[src/rtl/ata_win_pkg.sv]
package ata_win_pkg;
  localparam int CFG_W  = 8;
  localparam int MISC_W = 7;

  localparam logic [CFG_W-1:0] KEY_OPEN  = 8'h03;
  localparam logic [CFG_W-1:0] KEY_CLOSE = 8'h83;
  localparam logic [CFG_W-1:0] CTL_ON    = 8'h95;
  localparam logic [CFG_W-1:0] CTL_OFF   = 8'h11;
  localparam logic [CFG_W-1:0] MISC_MASK = 8'h7F;

  localparam int OFS_PROBE = 1;
  localparam int OFS_KEY   = 2;
  localparam int OFS_RDT   = 0;
  localparam int OFS_WRT   = 1;
  localparam int OFS_CTL   = 3;
  localparam int OFS_STRAP = 5;
  localparam int OFS_MISC  = 6;

  typedef enum logic [1:0] {
    ST_IDLE = 2'd0,
    ST_ONE  = 2'd1,
    ST_TWO  = 2'd2
  } unlock_st_e;
endpackage

[src/rtl/ata_win_unlock.sv]
module ata_win_unlock
  import ata_win_pkg::*;
#(
  parameter int ADDR_W = 3
) (
  input  logic              clk_i,
  input  logic              rst_ni,
  input  logic              rd_i,
  input  logic              wr_i,
  input  logic              wide_i,
  input  logic [ADDR_W-1:0] addr_i,
  input  logic [CFG_W-1:0]  wbyte_i,
  output logic              open_o,
  output logic              key_hit_o
);
  unlock_st_e st_q, st_d;
  logic open_q, open_d;
  logic acc, probe, key_wr, open_hit, close_hit;

  assign acc      = rd_i | wr_i;
  assign probe    = rd_i && !wr_i && wide_i && (addr_i == ADDR_W'(OFS_PROBE));
  assign key_wr   = wr_i && !rd_i && !wide_i && (addr_i == ADDR_W'(OFS_KEY));
  assign open_hit = !open_q && (st_q == ST_TWO) && key_wr && (wbyte_i == KEY_OPEN);
  assign close_hit = open_q && key_wr && (wbyte_i == KEY_CLOSE);

  always_comb begin
    st_d   = st_q;
    open_d = open_q;
    if (open_q) begin
      st_d = ST_IDLE;
      if (close_hit) open_d = 1'b0;
    end else if (acc) begin
      unique case (st_q)
        ST_IDLE: st_d = probe ? ST_ONE : ST_IDLE;
        ST_ONE:  st_d = probe ? ST_TWO : ST_IDLE;
        ST_TWO: begin
          if (open_hit) begin
            st_d   = ST_IDLE;
            open_d = 1'b1;
          end else begin
            // a stray probe restarts the pattern as step one
            st_d = probe ? ST_ONE : ST_IDLE;
          end
        end
        default: st_d = ST_IDLE;
      endcase
    end
  end

  always_ff @(posedge clk_i or negedge rst_ni) begin
    if (!rst_ni) begin
      st_q   <= ST_IDLE;
      open_q <= 1'b0;
    end else begin
      st_q   <= st_d;
      open_q <= open_d;
    end
  end

  assign open_o    = open_q;
  assign key_hit_o = open_hit | close_hit;
endmodule

[src/rtl/ata_win_cfg.sv]
module ata_win_cfg
  import ata_win_pkg::*;
#(
  parameter int ADDR_W = 3
) (
  input  logic              clk_i,
  input  logic              rst_ni,
  input  logic              we_i,
  input  logic [ADDR_W-1:0] addr_i,
  input  logic [CFG_W-1:0]  wbyte_i,
  input  logic              strap_i,
  output logic [CFG_W-1:0]  rbyte_o,
  output logic [CFG_W-1:0]  rd_tim_o,
  output logic [CFG_W-1:0]  wr_tim_o,
  output logic              chan_en_o,
  output logic [MISC_W-1:0] misc_o
);
  logic [CFG_W-1:0]  rdt_q, wrt_q;
  logic              en_q;
  logic [MISC_W-1:0] misc_q;
  logic [CFG_W-1:0]  misc_w;

  assign misc_w = wbyte_i & MISC_MASK;

  always_ff @(posedge clk_i or negedge rst_ni) begin
    if (!rst_ni) begin
      rdt_q  <= '0;
      wrt_q  <= '0;
      en_q   <= 1'b0;
      misc_q <= '0;
    end else if (we_i) begin
      unique case (addr_i)
        ADDR_W'(OFS_RDT):  rdt_q <= wbyte_i;
        ADDR_W'(OFS_WRT):  wrt_q <= wbyte_i;
        ADDR_W'(OFS_CTL): begin
          if (wbyte_i == CTL_ON)       en_q <= 1'b1;
          else if (wbyte_i == CTL_OFF) en_q <= 1'b0;
        end
        ADDR_W'(OFS_MISC): misc_q <= misc_w[MISC_W-1:0];
        default: ;
      endcase
    end
  end

  always_comb begin
    unique case (addr_i)
      ADDR_W'(OFS_RDT):   rbyte_o = rdt_q;
      ADDR_W'(OFS_WRT):   rbyte_o = wrt_q;
      ADDR_W'(OFS_CTL):   rbyte_o = en_q ? CTL_ON : CTL_OFF;
      ADDR_W'(OFS_STRAP): rbyte_o = {{(CFG_W-1){1'b0}}, strap_i};
      ADDR_W'(OFS_MISC):  rbyte_o = {{(CFG_W-MISC_W){1'b0}}, misc_q};
      default:            rbyte_o = '0;
    endcase
  end

  assign rd_tim_o  = rdt_q;
  assign wr_tim_o  = wrt_q;
  assign chan_en_o = en_q;
  assign misc_o    = misc_q;
endmodule

[src/rtl/ata_win_shadow.sv]
module ata_win_shadow #(
  parameter int ADDR_W = 3,
  parameter int DATA_W = 16
) (
  input  logic              clk_i,
  input  logic              rst_ni,
  input  logic              we_i,
  input  logic              wide_i,
  input  logic [ADDR_W-1:0] addr_i,
  input  logic [DATA_W-1:0] wdata_i,
  output logic [DATA_W-1:0] rword_o
);
  localparam int DEPTH = 1 << ADDR_W;
  localparam int LO_W  = DATA_W / 2;

  logic [DATA_W-1:0] regs_q [DEPTH];

  for (genvar g = 0; g < DEPTH; g++) begin : g_reg
    always_ff @(posedge clk_i or negedge rst_ni) begin
      if (!rst_ni) begin
        regs_q[g] <= '0;
      end else if (we_i && (addr_i == ADDR_W'(g))) begin
        if (wide_i) regs_q[g] <= wdata_i;
        else        regs_q[g][LO_W-1:0] <= wdata_i[LO_W-1:0];
      end
    end
  end

  assign rword_o = regs_q[addr_i];
endmodule

[src/rtl/ata_cfg_window.sv]
module ata_cfg_window
  import ata_win_pkg::*;
#(
  parameter int ADDR_W = 3,
  parameter int DATA_W = 16
) (
  input  logic              clk_i,
  input  logic              rst_ni,
  input  logic [ADDR_W-1:0] addr_i,
  input  logic              wide_i,
  input  logic              rd_i,
  input  logic              wr_i,
  input  logic [DATA_W-1:0] wdata_i,
  output logic [DATA_W-1:0] rdata_o,
  input  logic              strap_slow_i,
  output logic              win_open_o,
  output logic [CFG_W-1:0]  rd_timing_o,
  output logic [CFG_W-1:0]  wr_timing_o,
  output logic              chan_en_o,
  output logic [MISC_W-1:0] misc_o
);
  localparam int LO_W = DATA_W / 2;

  logic             open_w, key_hit;
  logic             cfg_we, sh_we;
  logic [CFG_W-1:0] cfg_rbyte;
  logic [DATA_W-1:0] sh_word;

  ata_win_unlock #(.ADDR_W(ADDR_W)) i_unlock (
    .clk_i     (clk_i),
    .rst_ni    (rst_ni),
    .rd_i      (rd_i),
    .wr_i      (wr_i),
    .wide_i    (wide_i),
    .addr_i    (addr_i),
    .wbyte_i   (wdata_i[CFG_W-1:0]),
    .open_o    (open_w),
    .key_hit_o (key_hit)
  );

  assign cfg_we = wr_i && open_w && !wide_i && !key_hit;
  assign sh_we  = wr_i && !open_w && !key_hit;

  ata_win_cfg #(.ADDR_W(ADDR_W)) i_cfg (
    .clk_i     (clk_i),
    .rst_ni    (rst_ni),
    .we_i      (cfg_we),
    .addr_i    (addr_i),
    .wbyte_i   (wdata_i[CFG_W-1:0]),
    .strap_i   (strap_slow_i),
    .rbyte_o   (cfg_rbyte),
    .rd_tim_o  (rd_timing_o),
    .wr_tim_o  (wr_timing_o),
    .chan_en_o (chan_en_o),
    .misc_o    (misc_o)
  );

  ata_win_shadow #(.ADDR_W(ADDR_W), .DATA_W(DATA_W)) i_shadow (
    .clk_i   (clk_i),
    .rst_ni  (rst_ni),
    .we_i    (sh_we),
    .wide_i  (wide_i),
    .addr_i  (addr_i),
    .wdata_i (wdata_i),
    .rword_o (sh_word)
  );

  always_comb begin
    rdata_o = '0;
    if (rd_i) begin
      if (open_w)      rdata_o = wide_i ? '0 : {{(DATA_W-CFG_W){1'b0}}, cfg_rbyte};
      else if (wide_i) rdata_o = sh_word;
      else             rdata_o = {{(DATA_W-LO_W){1'b0}}, sh_word[LO_W-1:0]};
    end
  end

  assign win_open_o = open_w;
endmodule

[config.mk]
export PLATFORM = sky130hd
export DESIGN_NAME = ata_cfg_window
export DESIGN_NICKNAME = d
export VERILOG_FILES = /design/src/rtl/ata_win_pkg.sv /design/src/rtl/ata_win_unlock.sv /design/src/rtl/ata_win_cfg.sv /design/src/rtl/ata_win_shadow.sv /design/src/rtl/ata_cfg_window.sv
export SDC_FILE = /design/constraint.sdc
export NUM_CORES = 1
export LEC_CHECK = 0
export BUFFER_PORTS_ARGS = -buffer_cell sky130_fd_sc_hd__buf_2
export CAP_MARGIN = 10
export CORE_MARGIN = 2
export CORE_UTILIZATION = 55
export DETAILED_ROUTE_END_ITERATION = 8
export PLACE_DENSITY = 0.74
export RECOVER_POWER = 25
export SLEW_MARGIN = 10
export SYNTH_ARGS = -nofsm -noshare
export SYNTH_HDL_FRONTEND = slang
export SYNTH_HIERARCHICAL = 1
export SYNTH_SLANG_ARGS = --single-unit
[constraint.sdc]
create_clock -name clk_i -period 2.3 [get_ports clk_i]
set_input_delay 0.23 -clock clk_i [delete_from_list [all_inputs] [get_ports clk_i]]
set_output_delay 0.23 -clock clk_i [all_outputs]
set_load 0.02 [all_outputs]
* Yosys cells after proc, flatten, opt, wreduce, memory -nomap -nowiden *
Index checks and enable logic that the tools add are counted.

storage, ports and cells
  flip-flop bits (word level) = 155

operators by class
  $lt $le $gt $ge = 1
  equality and inequality tests = 13
  muxes and demuxes = 22
  bitwise gates (word level) = 3
  reduce and logical (&&, ||, !) cells = 45

operator list
  operator            number
  $mux 16             5
  $bmux 16 s3         1
  $pmux 8 s5          1
  $logic_and 1x1->1   24
  $reduce_and 2->1    11
  $eq 8x8->1 const B  2
  $mux 8              2
  $eq 3x3->1 const B  4
  $eq 8x2->1 const B  1
  $eq 8x5->1 const B  1
  $mux 1              8
  $mux 2              4
  $eq 3x2->1 const B  2
  $pmux 2 s3          1
  $logic_not 1->1     5
  $ge 4x4->1 const B  1
  $not 3->4           1
  $reduce_bool 2->1   2
  $eq 3x1->1 const B  1
  $logic_not 3->1     1
  $reduce_and 3->1    1
  $eq 2x1->1 const B  1
  $eq 2x2->1 const B  1
  $logic_not 2->1     1
  $or 1x1->1          2

* Logic depth before layout (Yosys ltp) *
  depth after elaboration = 11
  mapped depth = 9

* Hierarchy *
The synthesis kept the hierarchy.

modules (own cells, without submodules)
  module          instances  cells each  area each (um2)
  ata_win_shadow  1          400         6045.8
  ata_win_cfg     1          98          1212.4
  ata_win_unlock  1          22          225.2
  ata_cfg_window  1          24          203.9

* Worst setup path after synthesis *
No wires, ideal clock.

  path type = reg2reg
  start point = register i_unlock.open_q (netlist: i_unlock/open_o)
  end point = register i_shadow/regs_q[32] in the netlist's numbering
  setup time = 125 ps
  data arrival time = 2028 ps
  required time = 2175 ps
  slack = 147 ps
  stages on the path, launching flop included = 10
  path buffers = 2
  cells stage by stage = dfrtp_1 > nor4b_1 > a21oi_1 > nor2_1 > nor3b_1 > buf_4 > nand2b_2 > or2_1 > buf_2 > mux2_2

on the way
  cells in the longest elaborated chain, start to end = 8

RTL lines
  what                             line                  text
  from (decl)                      ata_win_unlock.sv:17  logic open_q, open_d;
  from (signal assigned)           ata_win_unlock.sv:56  open_q <= open_d;
  $logic_not 1->1                  ata_win_unlock.sv:23  assign open_hit = !open_q && (st_q == ST_TWO) && key_wr && (wbyte_i == KEY_OPEN);
  $logic_and 1x1->1 (3 in a row)   ata_win_unlock.sv:23
  $or 1x1->1 *                     ata_win_unlock.sv:61  assign key_hit_o = open_hit | close_hit;
  via key_hit                      ata_cfg_window.sv:24  logic open_w, key_hit;
  $logic_not 1->1 *                ata_cfg_window.sv:42  assign sh_we = wr_i && !open_w && !key_hit;
  $logic_and 1x1->1 *              ata_cfg_window.sv:42
  via sh_we                        ata_cfg_window.sv:25  logic cfg_we, sh_we;
  $logic_and 1x1->1 *              ata_win_shadow.sv:22  end else if (we_i && (addr_i == ADDR_W'(g))) begin
  to (signal, indexed assignment)  ata_win_shadow.sv:23  if (wide_i) regs_q[g] <= wdata_i;
  to (signal, indexed assignment)  ata_win_shadow.sv:24  else regs_q[g][LO_W-1:0] <= wdata_i[LO_W-1:0];
  to (decl)                        ata_win_shadow.sv:16  logic [DATA_W-1:0] regs_q [DEPTH];

The timed path passes the listed nets; every way through them passes the cells marked *.
A chain may end at the register's enable or synchronous reset.

* Worst setup path in the final report *
  start point = register i_unlock.open_q (netlist: i_unlock/open_o)
  end point = register i_shadow/regs_q[91] in the netlist's numbering

on the way
  cells in the longest elaborated chain, start to end = 9

RTL lines
  what                                 line
  $logic_not 1->1                      ata_win_unlock.sv:23
  $logic_and 1x1->1 (3 in a row)       ata_win_unlock.sv:23
  $or 1x1->1 *                         ata_win_unlock.sv:61
  via key_hit                          ata_cfg_window.sv:24
  $logic_not 1->1 *                    ata_cfg_window.sv:42
  $logic_and 1x1->1 *                  ata_cfg_window.sv:42
  via sh_we                            ata_cfg_window.sv:25
  $logic_and 1x1->1 *                  ata_win_shadow.sv:22
  $reduce_and 2->1 (no source line) *  -

Marked as above.

==> summary.json <==
{
  "critPathMostFrequentCell": {"value": "buf_4"},
  "cp-endpoint": {"value": "i_shadow/regs_q[91]"},
  "rsz0062_at_grt": {"value": "yes"},
  "wire_per_inst": {"value": 21.4, "unit": "um"},
  "place.gp.congestion": {"value": 0.850},
  "ys_seq_area_frac": {"value": 0.505},
  "boundaryPins": {"value": 66},
  "start_util": {"value": 0.558},
  "cp_cell_sequence": {"value": "buf_4, a21oi_2, nor2_1, nor3b_2, buf_4, buf_6, nand3_4, buf_12, nor2_8, mux2_4"},
  "place_hpwl": {"value": 11900, "unit": "um"},
  "post-synth-top-count-cell": {"value": "mux2_2"},
  "outcome": {"value": "finished, final reports clean"},
  "post-route-cell-area": {"value": 0.00922, "unit": "mm^2"},
  "worst_ir_drop_vdd": {"value": 0.607, "unit": "mV"},
  "coreArea": {"value": 0.0138, "unit": "mm^2"},
  "drc": {"value": 0},
  "synth.cell_area": {"value": 0.00769, "unit": "mm^2"},
  "die_height": {"value": 122, "unit": "um"},
  "routed-via-count": {"value": 5121},
  "arrival": {"value": 2.56, "unit": "ns"},
  "cts_made_buffers": {"value": 17},
  "yosysWarnings": {"value": 6},
  "design.die.area": {"value": 0.0149, "unit": "mm^2"},
  "postSynthNetCount": {"value": 569},
  "placedInstanceArea": {"value": 0.00851, "unit": "mm^2"},
  "cts_htree_levels": {"value": 4},
  "total_power": {"value": 7.62, "unit": "mW"},
  "setup_viol": {"value": 0},
  "worst_path_max_delay_cell": {"value": "dfrtp_1"},
  "antenna_found_initial": {"value": 0},
  "maxClockFrequency": {"value": 0.444, "unit": "GHz"},
  "cts.clk_slew.worst_paths": {"value": 0.06, "unit": "ns"},
  "cts.path.max_buffers": {"value": 2},
  "max_cap_violations": {"value": 0},
  "max_slew.worst_pin.slew": {"value": 1.36, "unit": "ns"},
  "antenna_cells_inserted": {"value": 0},
  "synth_top_cell_area_share": {"value": 0.505},
  "pwr_density_cell": {"value": 827, "unit": "mW/mm^2"},
  "final_net_count": {"value": 680},
  "grt_max_degree": {"value": 59},
  "post-route-min-period": {"value": 2.25, "unit": "ns"},
  "worst_setup_path_startpoint": {"value": "i_unlock/open_o"},
  "total_wirelength_of_the_detailed_routed_design": {"value": 18200, "unit": "um"},
  "timing.reg2reg.worst_path_depth": {"value": 10},
  "worst_hold_slack": {"value": 0.0445, "unit": "ns"},
  "postSynthRegisterBits": {"value": 155},
  "timing.critical_path.slowest_cell_delay": {"value": 0.42, "unit": "ns"},
  "rr_endpoint": {"value": "i_shadow/regs_q[91]"},
  "globalRoute.totalOverflow": {"value": 0},
  "drt_first_iter_violations": {"value": 514},
  "finalSetupTns": {"value": 0, "unit": "ns"},
  "timing.critical_path.from_type": {"value": "flip-flop"},
  "synth_common_cells": {"value": "mux2_2 (168), dfrtp_1 (155), o22ai_1 (18), mux2i_1 (16)"},
  "latest_clock_arrival_within_the_worst_skew_pair": {"value": 0.43, "unit": "ns"},
  "die_w": {"value": 122, "unit": "um"},
  "syn-instance-count": {"value": 544},
  "drt-pass1-iter-count": {"value": 4},
  "grt_pass1_vias": {"value": 5251},
  "cts_root_buf": {"value": "clkbuf_16"},
  "area.growth.synth_to_final": {"value": 19.9, "unit": "%"},
  "hold_class": {"value": "input pin to flip-flop"},
  "finClkSkew": {"value": 0.00560, "unit": "ns"},
  "io_buffer_count": {"value": 65},
  "yosysUniqueCellTypes": {"value": 61},
  "floorplan.rows": {"value": 43},
  "slew_viol_final": {"value": 0},
  "worst-r2r-setup-slack": {"value": 0.05, "unit": "ns"},
  "slew_headroom": {"value": 0.0958},
  "postRouteAntennaNets": {"value": 0},
  "synth_area_per_cell": {"value": 14.1, "unit": "um^2"},
  "drive_gt1_frac": {"value": 0.540},
  "reg2reg_from": {"value": "i_unlock/open_o"},
  "track_usage": {"value": 0.257},
  "criticalPathCategory": {"value": "flip-flop to flip-flop"},
  "clock-sinks": {"value": 155},
  "post_synth_main_area_contributors": {"value": "dfrtp_1 (50%), mux2_2 (25%), mux4_2 (2.3%), mux2i_1 (2.1%), mux2_4 (1.6%)"},
  "cts_tree": {"value": "done"},
  "first_pass_grt_wire_length": {"value": 28800, "unit": "um"},
  "routed_via_density": {"value": 6.04},
  "finalHoldViolCount": {"value": 0},
  "leakage": {"value": 4.27, "unit": "nW"},
  "synth_flop_cell": {"value": "dfrtp_1"},
  "postSynth.asyncResetShare": {"value": 1.00},
  "finalCritPeriodShare": {"value": 0.980},
  "synth_enable_flop_cells": {"value": 0},
  "worstPathRequired": {"value": 2.60, "unit": "ns"},
  "cell_type_contributing_the_most_total_cell_area_after_synthesis": {"value": "dfrtp_1"},
  "timing.critical_path.to_type": {"value": "flip-flop"},
  "worst-path-max-fanout": {"value": 8}
}
-- area by class of cell --
type	count	area, um^2
fillers	991	4560
repair buffers	120	877
clock inverters	8	90.1
flip-flops and latches	155	3880
multi-input cells	358	3640
well taps	180	225
inverters	3	11.3
clock buffers	24	492
-- through the flow --
step / setup WS, ns / instances / utilization
after global routing: -0.0628 / 848 / 0.669
after global placement: 0.00321 / 809 / 0.618
after CTS: 0.0592 / 842 / 0.661
after floorplan: 0.147 / 544 / -
after detailed placement: 0.0154 / 809 / 0.618
final: 0.0459 / 848 / 0.669
-- timing repair --
| action | CTS | global route |
|---|---|---|
| hold buffers | 1 | 0 |
| endpoints found under the hold margin | 48 | 0 |
| endpoints found under the setup margin | 0 | 63 |
| setup buffers | 0 | 6 |
| resized for setup | 0 | 16 |
-- layer usage --
layer  share of wire  GRT usage
met2            0.47      0.391
met1            0.46      0.356
met4           0.023      0.108
met3           0.051     0.0595
met5               0          0
-- state kept, by name (all words and copies together) (netlist names) --
signal           cells
i_cfg/chan_en_o      1
i_shadow/regs_q    128
i_unlock/open_o      1
i_cfg/wr_tim_o       8
i_unlock/st_q        2
i_cfg/misc_o         7
i_cfg/rd_tim_o       8
-- logic make-up after synthesis --
group / synth area share
and+or+nand+nor: 0.0925
AOI/OAI and AO/OA: 0.0594
muxes: 0.315
buffers and inverters: 0.0288
DFF: 0.505
-- power by group --
part	leakage, nW	internal [mW]	switching (mW)	total [mW]
combinational	2.04	0.791	0.577	1.37
clock	0.294	1.70	1.05	2.75
sequential	1.93	3.24	0.258	3.50
total	4.27	5.73	1.89	7.62
-- worst min path at each step --
stage	startpoint	to	slack (ns)	cells after the start
after floorplan	rst_ni	i_cfg/chan_en_o	-0.07	0
after global placement	rst_ni	i_shadow/regs_q[73]	0.21	1
after detailed placement	rst_ni	i_shadow/regs_q[77]	0.21	1
after CTS	wr_i	i_unlock/st_q[1]	0.02	2
after global routing	wr_i	i_unlock/st_q[1]	0.04	2
final	wr_i	i_unlock/st_q[1]	0.04	2
-- placed cells by master (no fill, tap or decap), types with 9 or more instances in the layout --
| master | n |
|---|---|
| o21ai_0 | 10 |
| clkbuf_16 | 17 |
| buf_4 | 41 |
| mux2_2 | 160 |
| nand2_1 | 10 |
| buf_12 | 10 |
| o22ai_1 | 18 |
| dfrtp_1 | 155 |
| mux2i_1 | 16 |
| mux2_4 | 16 |
| a211oi_1 | 9 |
| buf_2 | 64 |
-- critical path, delay by kind of cell, from the launching register on --
| kind | cells | cell delay (ns) |
|---|---|---|
| mux | 1 | 0.33 |
| compound gates | 1 | 0.11 |
| simple gates | 4 | 0.63 |
| flops | 1 | 0.42 |
| buf+inv | 4 | 0.65 |
Note: power is estimated with default switching activity, not from simulation.
